## config.mk

```make
export PLATFORM = sky130hd
export DESIGN_NAME = uart_regbank
export DESIGN_NICKNAME = d
export VERILOG_FILES = /design/src/rtl/uart_regbank_pkg.sv /design/src/rtl/uart_regbank_decode.sv /design/src/rtl/uart_regbank_ident.sv /design/src/rtl/uart_regbank.sv
export SDC_FILE = /design/constraint.sdc
export NUM_CORES = 1
export LEC_CHECK = 0
export ABC_AREA = 1
export CAP_MARGIN = 20
export CORE_UTILIZATION = 40
export CTS_BUF_LIST = sky130_fd_sc_hd__clkbuf_4 sky130_fd_sc_hd__clkbuf_8 sky130_fd_sc_hd__clkbuf_16
export DETAILED_ROUTE_END_ITERATION = 7
export HOLD_SLACK_MARGIN = 0.12
export PLACE_DENSITY = 0.78
export SLEW_MARGIN = 15
export SYNTH_ARGS = -nofsm -noshare
export SYNTH_HDL_FRONTEND = slang
export SYNTH_SLANG_ARGS = --single-unit
```

## constraint.sdc

```tcl
create_clock -name clk -period 2.02 [get_ports clk]
set_input_delay 0.606 -clock clk [delete_from_list [all_inputs] [get_ports clk]]
set_output_delay 0.606 -clock clk [all_outputs]
set_load 0.01 [all_outputs]
```

## src/rtl/uart_regbank_pkg.sv

```systemverilog
package uart_regbank_pkg;
    localparam int ADDR_W = 3;
    localparam int BYTE_W = 8;
    localparam int IE_W   = 4;
    localparam int MC_W   = 5;
    localparam int ERR_W  = 4;

    localparam logic [ADDR_W-1:0] OFS_DATA  = 3'd0;
    localparam logic [ADDR_W-1:0] OFS_IEN   = 3'd1;
    localparam logic [ADDR_W-1:0] OFS_IDENT = 3'd2;
    localparam logic [ADDR_W-1:0] OFS_LINE  = 3'd3;
    localparam logic [ADDR_W-1:0] OFS_MODEM = 3'd4;
    localparam logic [ADDR_W-1:0] OFS_LSTAT = 3'd5;
    localparam logic [ADDR_W-1:0] OFS_MSTAT = 3'd6;

    // source codes reported in identity bits 2:1
    localparam logic [1:0] SRC_LINE = 2'b11;
    localparam logic [1:0] SRC_RX   = 2'b10;
    localparam logic [1:0] SRC_TX   = 2'b01;
    localparam logic [1:0] SRC_MDM  = 2'b00;

    typedef struct packed {
        logic wr_thr;
        logic wr_dlo;
        logic wr_dhi;
        logic wr_ien;
        logic wr_fctl;
        logic wr_line;
        logic wr_modem;
        logic rd_rbuf;
        logic rd_ident;
        logic rd_lstat;
        logic rd_mstat;
    } strobes_t;

    typedef struct packed {
        logic [IE_W-1:0]   ien;
        logic [BYTE_W-1:0] line;
        logic [MC_W-1:0]   modem;
        logic [BYTE_W-1:0] dlo;
        logic [BYTE_W-1:0] dhi;
        logic              fifo_on;
        logic              dma;
        logic [1:0]        trig;
        logic [ERR_W-1:0]  err;
        logic              tx_ev;
        logic              thr_prev;
    } regs_t;
endpackage

```

## src/rtl/uart_regbank_decode.sv

```systemverilog
module uart_regbank_decode
    import uart_regbank_pkg::*;
(
    input  logic [ADDR_W-1:0] addr,
    input  logic              bank_div,
    input  logic              wr_en,
    input  logic              rd_en,
    output strobes_t          st
);
    logic is_data, is_ien;

    always_comb begin
        is_data     = (addr == OFS_DATA);
        is_ien      = (addr == OFS_IEN);
        st          = '0;
        st.wr_thr   = wr_en && is_data && !bank_div;
        st.wr_dlo   = wr_en && is_data &&  bank_div;
        st.wr_dhi   = wr_en && is_ien  &&  bank_div;
        st.wr_ien   = wr_en && is_ien  && !bank_div;
        st.wr_fctl  = wr_en && (addr == OFS_IDENT);
        st.wr_line  = wr_en && (addr == OFS_LINE);
        st.wr_modem = wr_en && (addr == OFS_MODEM);
        st.rd_rbuf  = rd_en && is_data && !bank_div;
        st.rd_ident = rd_en && (addr == OFS_IDENT);
        st.rd_lstat = rd_en && (addr == OFS_LSTAT);
        st.rd_mstat = rd_en && (addr == OFS_MSTAT);
    end
endmodule

```

## src/rtl/uart_regbank_ident.sv

```systemverilog
module uart_regbank_ident
    import uart_regbank_pkg::*;
#(
    parameter int NSRC = IE_W
) (
    input  logic [NSRC-1:0] raw,   // index = enable bit position
    input  logic [NSRC-1:0] ien,
    output logic            pend,
    output logic [1:0]      src
);
    // ranking: line status (bit 2), rx (bit 0), tx (bit 1), modem (bit 3)
    localparam int RANK [4] = '{2, 0, 1, 3};
    localparam logic [1:0] CODE [4] = '{SRC_LINE, SRC_RX, SRC_TX, SRC_MDM};

    logic [NSRC-1:0] live;

    always_comb begin
        live = raw & ien;
        pend = 1'b0;
        src  = SRC_MDM;
        for (int k = 3; k >= 0; k--) begin
            if (live[RANK[k]]) begin
                pend = 1'b1;
                src  = CODE[k];
            end
        end
    end
endmodule

```

## src/rtl/uart_regbank.sv

```systemverilog
module uart_regbank
    import uart_regbank_pkg::*;
(
    input  logic              clk,
    input  logic              rst_n,
    input  logic [ADDR_W-1:0] addr,
    input  logic              wr_en,
    input  logic              rd_en,
    input  logic [BYTE_W-1:0] wdata,
    output logic [BYTE_W-1:0] rdata,
    output logic              irq,
    input  logic [BYTE_W-1:0] rx_byte,
    input  logic              rx_ready,
    input  logic              thr_empty,
    input  logic              tx_idle,
    input  logic              err_overrun,
    input  logic              err_parity,
    input  logic              err_framing,
    input  logic              err_break,
    input  logic              fifo_err,
    input  logic              modem_delta,
    input  logic [BYTE_W-1:0] modem_stat,
    output logic [BYTE_W-1:0] tx_byte,
    output logic              tx_load,
    output logic              rx_pop,
    output logic              msr_rd,
    output logic [2*BYTE_W-1:0] divisor,
    output logic [BYTE_W-1:0] lcr_out,
    output logic [MC_W-1:0]   mcr_out,
    output logic              fifo_en,
    output logic              dma_mode,
    output logic [1:0]        rx_trig,
    output logic              rx_fifo_clr,
    output logic              tx_fifo_clr
);
    regs_t    r_q, r_d;
    strobes_t st;
    logic     pend;
    logic [1:0] src;
    logic [IE_W-1:0] raw;

    uart_regbank_decode u_dec (
        .addr     (addr),
        .bank_div (r_q.line[BYTE_W-1]),
        .wr_en    (wr_en),
        .rd_en    (rd_en),
        .st       (st)
    );

    assign raw = {modem_delta, |r_q.err, r_q.tx_ev, rx_ready};

    uart_regbank_ident #(.NSRC(IE_W)) u_id (
        .raw  (raw),
        .ien  (r_q.ien),
        .pend (pend),
        .src  (src)
    );

    always_comb begin
        r_d          = r_q;
        r_d.thr_prev = thr_empty;
        if (st.wr_ien)   r_d.ien   = wdata[IE_W-1:0];
        if (st.wr_line)  r_d.line  = wdata;
        if (st.wr_modem) r_d.modem = wdata[MC_W-1:0];
        if (st.wr_dlo)   r_d.dlo   = wdata;
        if (st.wr_dhi)   r_d.dhi   = wdata;
        if (st.wr_fctl) begin
            r_d.fifo_on = wdata[0];
            r_d.dma     = wdata[3];
            r_d.trig    = wdata[7:6];
        end
        // sticky receive errors, new pulses win over the clearing read
        if (st.rd_lstat) r_d.err = '0;
        r_d.err = r_d.err | {err_break, err_framing, err_parity, err_overrun};
        // transmitter-empty event
        if (st.wr_thr || (st.rd_ident && pend && src == SRC_TX))
            r_d.tx_ev = 1'b0;
        if (thr_empty && !r_q.thr_prev)
            r_d.tx_ev = 1'b1;
        if (st.wr_ien && wdata[1] && !r_q.ien[1] && thr_empty)
            r_d.tx_ev = 1'b1;
    end

    always_ff @(posedge clk or negedge rst_n) begin
        if (!rst_n) begin
            r_q          <= '0;
            r_q.thr_prev <= 1'b1;
        end else begin
            r_q <= r_d;
        end
    end

    always_comb begin
        unique case (addr)
            OFS_DATA:  rdata = r_q.line[BYTE_W-1] ? r_q.dlo : rx_byte;
            OFS_IEN:   rdata = r_q.line[BYTE_W-1] ? r_q.dhi
                                                   : {{(BYTE_W-IE_W){1'b0}}, r_q.ien};
            OFS_IDENT: rdata = {{2{r_q.fifo_on}}, 3'b000, src, ~pend};
            OFS_LINE:  rdata = r_q.line;
            OFS_MODEM: rdata = {{(BYTE_W-MC_W){1'b0}}, r_q.modem};
            OFS_LSTAT: rdata = {fifo_err, tx_idle, thr_empty, r_q.err, rx_ready};
            OFS_MSTAT: rdata = modem_stat;
            default:   rdata = '0;
        endcase
    end

    assign irq         = pend && r_q.modem[3];
    assign tx_byte     = wdata;
    assign tx_load     = st.wr_thr;
    assign rx_pop      = st.rd_rbuf;
    assign msr_rd      = st.rd_mstat;
    assign divisor     = {r_q.dhi, r_q.dlo};
    assign lcr_out     = r_q.line;
    assign mcr_out     = r_q.modem;
    assign fifo_en     = r_q.fifo_on;
    assign dma_mode    = r_q.dma;
    assign rx_trig     = r_q.trig;
    assign rx_fifo_clr = st.wr_fctl && wdata[1];
    assign tx_fifo_clr = st.wr_fctl && wdata[2];
endmodule

```

==> results.md, run 1 <==
* Status: finished, violations left
* Violated checks: negative setup slack
* CTS max path bufs at 2
* Final setup viols at 10
* Terminus of the critical flop-to-flop path: divisor[14]
* Area share of the largest cell type after synthesis at 41.1%
* TritonCTS clock tree: done
* Multiplexer share of the synthesized area at 0%
* Vias/cell at 5.20
* FFs w/ async S/R, synth at 100%
* Mapped Cells at 337
* Final hold vios at 0
* Initial antenna violation count at 0
* CP Buf/Inv Count at 3
* Dpl hpwl at 5.86 mm
* # diodes at 0
* FF-to-FF path depth at 7
* Met2 usage at 44.0%
* Syn_nets at 377
* Post-Synth Simple-Gate Area at 24.7%
* Total CTS buffers at 5
* Yosys cell types at 30
* CORE AREA at 6030 sq um
* R2R Path Start: lcr_out[7]
* Final Max Tran Viols at 0
* Worst setup EP type: output pin
* Clk pin slew, worst setup/hold paths at 80 ps
* Cell family with most CP delay: simple AND/OR/NAND/NOR gates
* Worst IR Drop VDD at 0.471 mV
* Mean Syn Cell Area at 7.58 sq um
* Post-route antenna net violation count at 0
* Via count at 2730
* Final wirelength at 8.61 mm
* Max-cap viol count at 0
* Crit-path max cell delay at 170 ps
* Clock Tree Root: clkbuf_8
* Clock Latency Late Sink at 300 ps
* Clock sink count at 43
* Clk_skew at 7.35 ps
* Pin count of the biggest net entering global routing at 44
* Top-count cell post-synth: nand2_1
* Fillers at 483
* Starting Density at 42.4%
* PortBufs at 94
* Worst-Margin Slew at 553 ps
* I/O Pins at 95
* Final Power at 0.00299 W
* Final min period at 2190 ps
* Crit path max fanout at 5
* Xor and xnor fraction of the mapped netlist area at 0%
* Post-route insts no fill at 525
* Gpl congestion at 0.883
* Slowest-stage cell, CP: nor2_2
* Placed insts at 497
* Hold Path Class: input port to asynchronous set/reset pin
* Register area share after synthesis at 42.2%
* Total track usage at 26.7%
* Die width at 81.9 um
* DRC viols at 0
* Crit path top cell by count: nand2_1
* Worst Setup Start Kind: input port
* CTS H-tree depth at 2
* 1st-iter DRT viols at 226
* Warnings, synthesis at 0
* Reg2reg setup slack at 710 ps
* Most Crowded Layer GR: met2
* Fmax at 0.456 GHz
* First-pass GRT wire length at 13.1 mm
* Cell-by-cell trace of the critical path: buf_12 -> nor2_2 -> nand2_1 -> inv_2 -> nand2_1 -> o21ai_0 -> nor2_1 -> nand3_1 -> buf_2
* Worst Path Arrival at 1590 ps
* Combinational family with the most area after synthesis: simple AND/OR/NAND/NOR gates
* Mapped Area at 2550 sq um
* Adder-Cell Fraction of Synth Area at 0%
* Synth Area in Compound Gates at 14.4%
* PwrDens at 753 nW/um^2
* Die Ht at 81.9 um
* Die area at 6710 sq um
* Row count at 28
* Most frequent cells after synthesis: nand2_1 (104), dfrtp_1 (42), buf_4 (40)
* Leak at 1.97 nW
* Largest cells by area after synthesis: dfrtp_1 (41%), nand2_1 (15%), buf_4 (12%)
* Vias in the first global route at 2696
* Post-synth EDFFs at 0
* Layout cell share with drive strength beyond 1 at 31.8%
* Synth area leader: dfrtp_1
* Synth Register Bits at 43
* Slew headroom at 63.2%
* Final period utilization at 109%
* Setup ws final at -172 ps
* Syn-to-layout area delta at 55.4%
* Met3 Usage GRT at 5.22%
* CP Data Required Time at 1410 ps
* Setup CP Type: input port to output pin
* CTS Hold Bufs at 0
* Drt first pass iters at 5
* Grt total ovfl at 0
* Grt met1 use at 33.9%
* Main synth FF type: dfrtp_1
* Final net count at 489
* RSZ-0062 raised after global routing: true
* WL per Instance at 16.4 um
-- registers in the layout, indices dropped and copies added (netlist names) --
register / count
r_q: 10
dma_mode: 1
rx_trig: 2
lcr_out: 8
fifo_en: 1
divisor: 16
mcr_out: 5
-- cells by family after synthesis --
logic type / after synthesis
AND/OR/NAND/NOR: 149
buffers and inverters: 81
AO/OA/AOI/OAI: 64
flip-flops: 43
-- report_power, final --
| group | internal (W) | switching (W) |
|---|---|---|
| combinational | 0.000647 | 0.000565 |
| sequential | 0.00104 | 0.000175 |
| clock | 0.000255 | 0.000307 |
-- layout by cell type (no fill, tap or decap), types with 5 or more instances in the layout --
master	Yosys	layout
buf_6	2	14
nor2_1	17	10
nand2_1	104	96
buf_2	3	11
o21ai_0	32	25
inv_2	1	5
buf_4	40	43
o21ai_2	8	12
nand3_1	13	10
inv_1	33	25
a21oi_2	0	7
dlygate4sd2_1	0	17
nand2_2	4	10
o21ai_1	8	11
dfrtp_1	42	42
clkbuf_8	0	5
clkdlybuf4s50_1	0	57
-- worst max-delay path by stage --
stage	from	to	slack [ps]	depth (start not counted)
after global routing	lcr_out[7]	rdata[1]	-210	8
after CTS	addr[1]	rdata[1]	-190	11
after global placement	addr[1]	rdata[1]	-1000	10
final	addr[1]	rdata[4]	-170	9
after detailed placement	addr[1]	rdata[1]	-1100	10
after floorplan	addr[1]	rdata[0]	180	7
-- area by class of cell --
class | instances | area (sq um) | share of cell area [%]
Clock inverter | 2 | 12.5 | 0.315
Multi-Input combinational cell | 213 | 1170 | 29.6
Timing Repair Buffer | 151 | 1390 | 35.0
Clock buffer | 6 | 76.3 | 1.92
Inverter | 35 | 146 | 3.69
Sequential cell | 43 | 1080 | 27.1
Tap cell | 75 | 93.8 | 2.36
-- metrics by stage --
stage                     hold WS, ps  setup TNS [ps]  area [sq um]  setup WS, ps  utilization (%)
after floorplan                   310               0          2550           176                -
after detailed placement          483          -18330          3540         -1100             58.8
final                             373           -1320          3970          -172             65.9
after global routing              424           -1690          3970          -207             65.9
after global placement            472          -15020          3540          -998             58.8
after CTS                         396            -900          3880          -190             64.5
-- what timing repair did --
action,in CTS,in global routing
gates resized for setup,148,25
endpoints found under the hold margin,0,0
buffers inserted,19,1
endpoints found under the setup margin,23,14
gates cloned,0,0
pin swaps,26,12
-- per-layer routing --
| layer | wire [um] | share of wire (%) |
|---|---|---|
| met1 | 3550 | 41 |
| met2 | 4170 | 48 |
| met3 | 625 | 7.3 |
| met4 | 267 | 3.1 |
| met5 | 0 | 0 |
Note: power is estimated with default switching activity, not from simulation.
==> run 2: changes to the inputs <==
Settings changed: DONT_BUFFER_PORTS set to 1, PLACE_DENSITY 0.78 to 0.59.
==> results.md, run 2 (synthesis results as in run 1) <==
* Status: finished, violations left
* Violated checks: negative setup slack
* Clk_skew at 5.13 ps (-2.22 ps)
* Final period utilization at 102% (-6.1 points)
* Dpl hpwl at 5.24 mm (-11%)
* Initial antenna violation count at 0 (unchanged)
* Fmax at 0.483 GHz (+6.0%)
* Starting Density at 42.4% (unchanged)
* Fillers at 615 (+27%)
* Final min period at 2070 ps (-124 ps)
* WL per Instance at 18.0 um (+9.5%)
* CP Data Required Time at 1410 ps (about the same)
* Setup crit start: lcr_out[7]
* Via count at 2026 (-26%)
* RSZ-0062 raised after global routing: true
* Row count at 28 (unchanged)
* First-pass GRT wire length at 10.4 mm (-21%)
* Clock sink count at 43 (unchanged)
* I/O Pins at 95 (unchanged)
* PwrDens at 933 nW/um^2 (+24%)
* Grt total ovfl at 0 (unchanged)
* Die Ht at 81.9 um (unchanged)
* Post-route insts no fill at 392 (-25%)
* Hold Path Class: input port to asynchronous set/reset pin
* R2R Path Start: lcr_out[7]
* Syn-to-layout area delta at 4.95%
* CTS H-tree depth at 2 (unchanged)
* Final net count at 356 (-27%)
* Placed instance area at 2400 sq um (-32%)
* Pin count of the biggest net entering global routing at 43 (-2.3%)
* Terminus of the critical flop-to-flop path: divisor[15]
* Reg2reg setup slack at 710 ps (about the same)
* Gpl congestion at 0.819 (-7.2%)
* Setup CP Type: flop to output pin
* Setup ws final at -48.6 ps (+124 ps)
* Total CTS buffers at 5 (unchanged)
* Worst Setup Start Kind: flop
* Max-cap viol count at 0 (unchanged)
* Worst IR Drop VDD at 0.364 mV (-23%)
* Die width at 81.9 um (unchanged)
* FF-to-FF path depth at 4 (-3)
* Crit path max fanout at 5 (unchanged)
* Sequential cell area at 1080 sq um (+0.12%)
* Layout cell share with drive strength beyond 1 at 19.6% (-12 points)
* Final Power at 0.00250 W (-16%)
* Total track usage at 21.8% (-5.0 points)
* Final wirelength at 7.04 mm (-18%)
* Area of the multi-input gates at 1050 sq um (-10%)
* Commonest non-fill, non-tap cells in the layout: nand2_1 (102), dfrtp_1 (41), o21ai_0 (31)
* TritonCTS clock tree: done
* Worst setup EP type: output pin
* PortBufs at 0 (-100%)
* Leak at 1.37 nW (-31%)
* CP endpoint: rdata[0]
* Slew headroom at 74.5% (+11 points)
* Clk pin slew, worst setup/hold paths at 80 ps (about the same)
* Final setup viols at 2 (-8)
* Clock Tree Root: clkbuf_8
* Die area at 6710 sq um (unchanged)
* CTS max path bufs at 2 (unchanged)
* DRC viols at 0 (unchanged)
* Placed insts at 377 (-24%)
* Worst-Margin Slew at 381 ps (-172 ps)
* Max FFs per register at 16 (unchanged)
* Post-route cell area at 2680 sq um (-32%)
* Drt first pass iters at 4 (-1)
* Worst Path Arrival at 1460 ps (-130 ps)
* Commonest non-fill, non-tap cell in the layout: nand2_1
* 1st-iter DRT viols at 161 (-29%)
* Final hold vios at 0 (unchanged)
* Final Max Tran Viols at 0 (unchanged)
* CORE AREA at 6030 sq um (unchanged)
* Clock Latency Late Sink at 300 ps (about the same)
* Vias in the first global route at 1930 (-28%)
* # diodes at 0 (unchanged)
* Vias/cell at 5.17 (-0.61%)
* Post-route antenna net violation count at 0 (unchanged)
[run 2: cell type report]
type                    instances  share of cell area [%]
inverters                      35                    4.99
clock inverters                 1                   0.280
well taps                      75                    3.50
multi-input cells             213                    39.3
repair buffers                 18                    8.07
flip-flops and latches         43                    40.2
clock buffers                   7                    3.59
[run 2: worst min path at each step]
stage / start / end / slack [ps] / cells after the start
after floorplan: rst_n / divisor[0] / 310 / 0
after global placement: rst_n / r_q[2] / 310 / 0
after detailed placement: rst_n / r_q[2] / 310 / 0
after CTS: rst_n / r_q[0] / 130 / 0
after global routing: rst_n / mcr_out[3] / 150 / 1
final: rst_n / r_q[42] / 140 / 1
[run 2: power by group]
group | total [W] | leakage [nW] | internal [W] | switching, W
clock | 0.000616 | 0.0505 | 0.000311 | 0.000305
sequential | 0.00130 | 0.527 | 0.00104 | 0.000263
combinational | 0.000581 | 0.788 | 0.000265 | 0.000317
[run 2: timing repair]
item                                   CTS  global route
pin swaps                                9             5
gates cloned                             2             0
setup buffers                            2             1
setup endpoints to repair                4            10
resized for setup                        6            14
hold buffers                             1             1
endpoints found under the hold margin   42             1
[run 2: metrics by stage]
| stage | setup TNS, ps | worst slack, ps | utilization (%) | hold slack, ps |
|---|---|---|---|---|
| finish | -83.5 | -48.6 | 44.5 | 144 |
| floorplan | 0 | 176 | - | 310 |
| detailed placement | 0 | 29.5 | 39.8 | 312 |
| CTS | -50.1 | -26.8 | 43.5 | 131 |
| global placement | 0 | 39.5 | 39.8 | 312 |
| global route | -222 | -87.9 | 44.5 | 150 |
[run 2: layer usage]
layer | vias to the layer above | global-route usage [%] | wire, um
li1 | 995 | - | -
met1 | 943 | 27.6 | 2970
met2 | 77 | 34.0 | 3220
met3 | 11 | 8.78 | 745
met4 | 0 | 5.96 | 103
met5 | - | 0 | 0
[run 2: critical path: stages, from the launching register on]
cell	delay, ps
dfrtp_2	450
bufbuf_16	280
nand2_1	60
a21oi_1	70
nor2_1	170
nand3_2	130
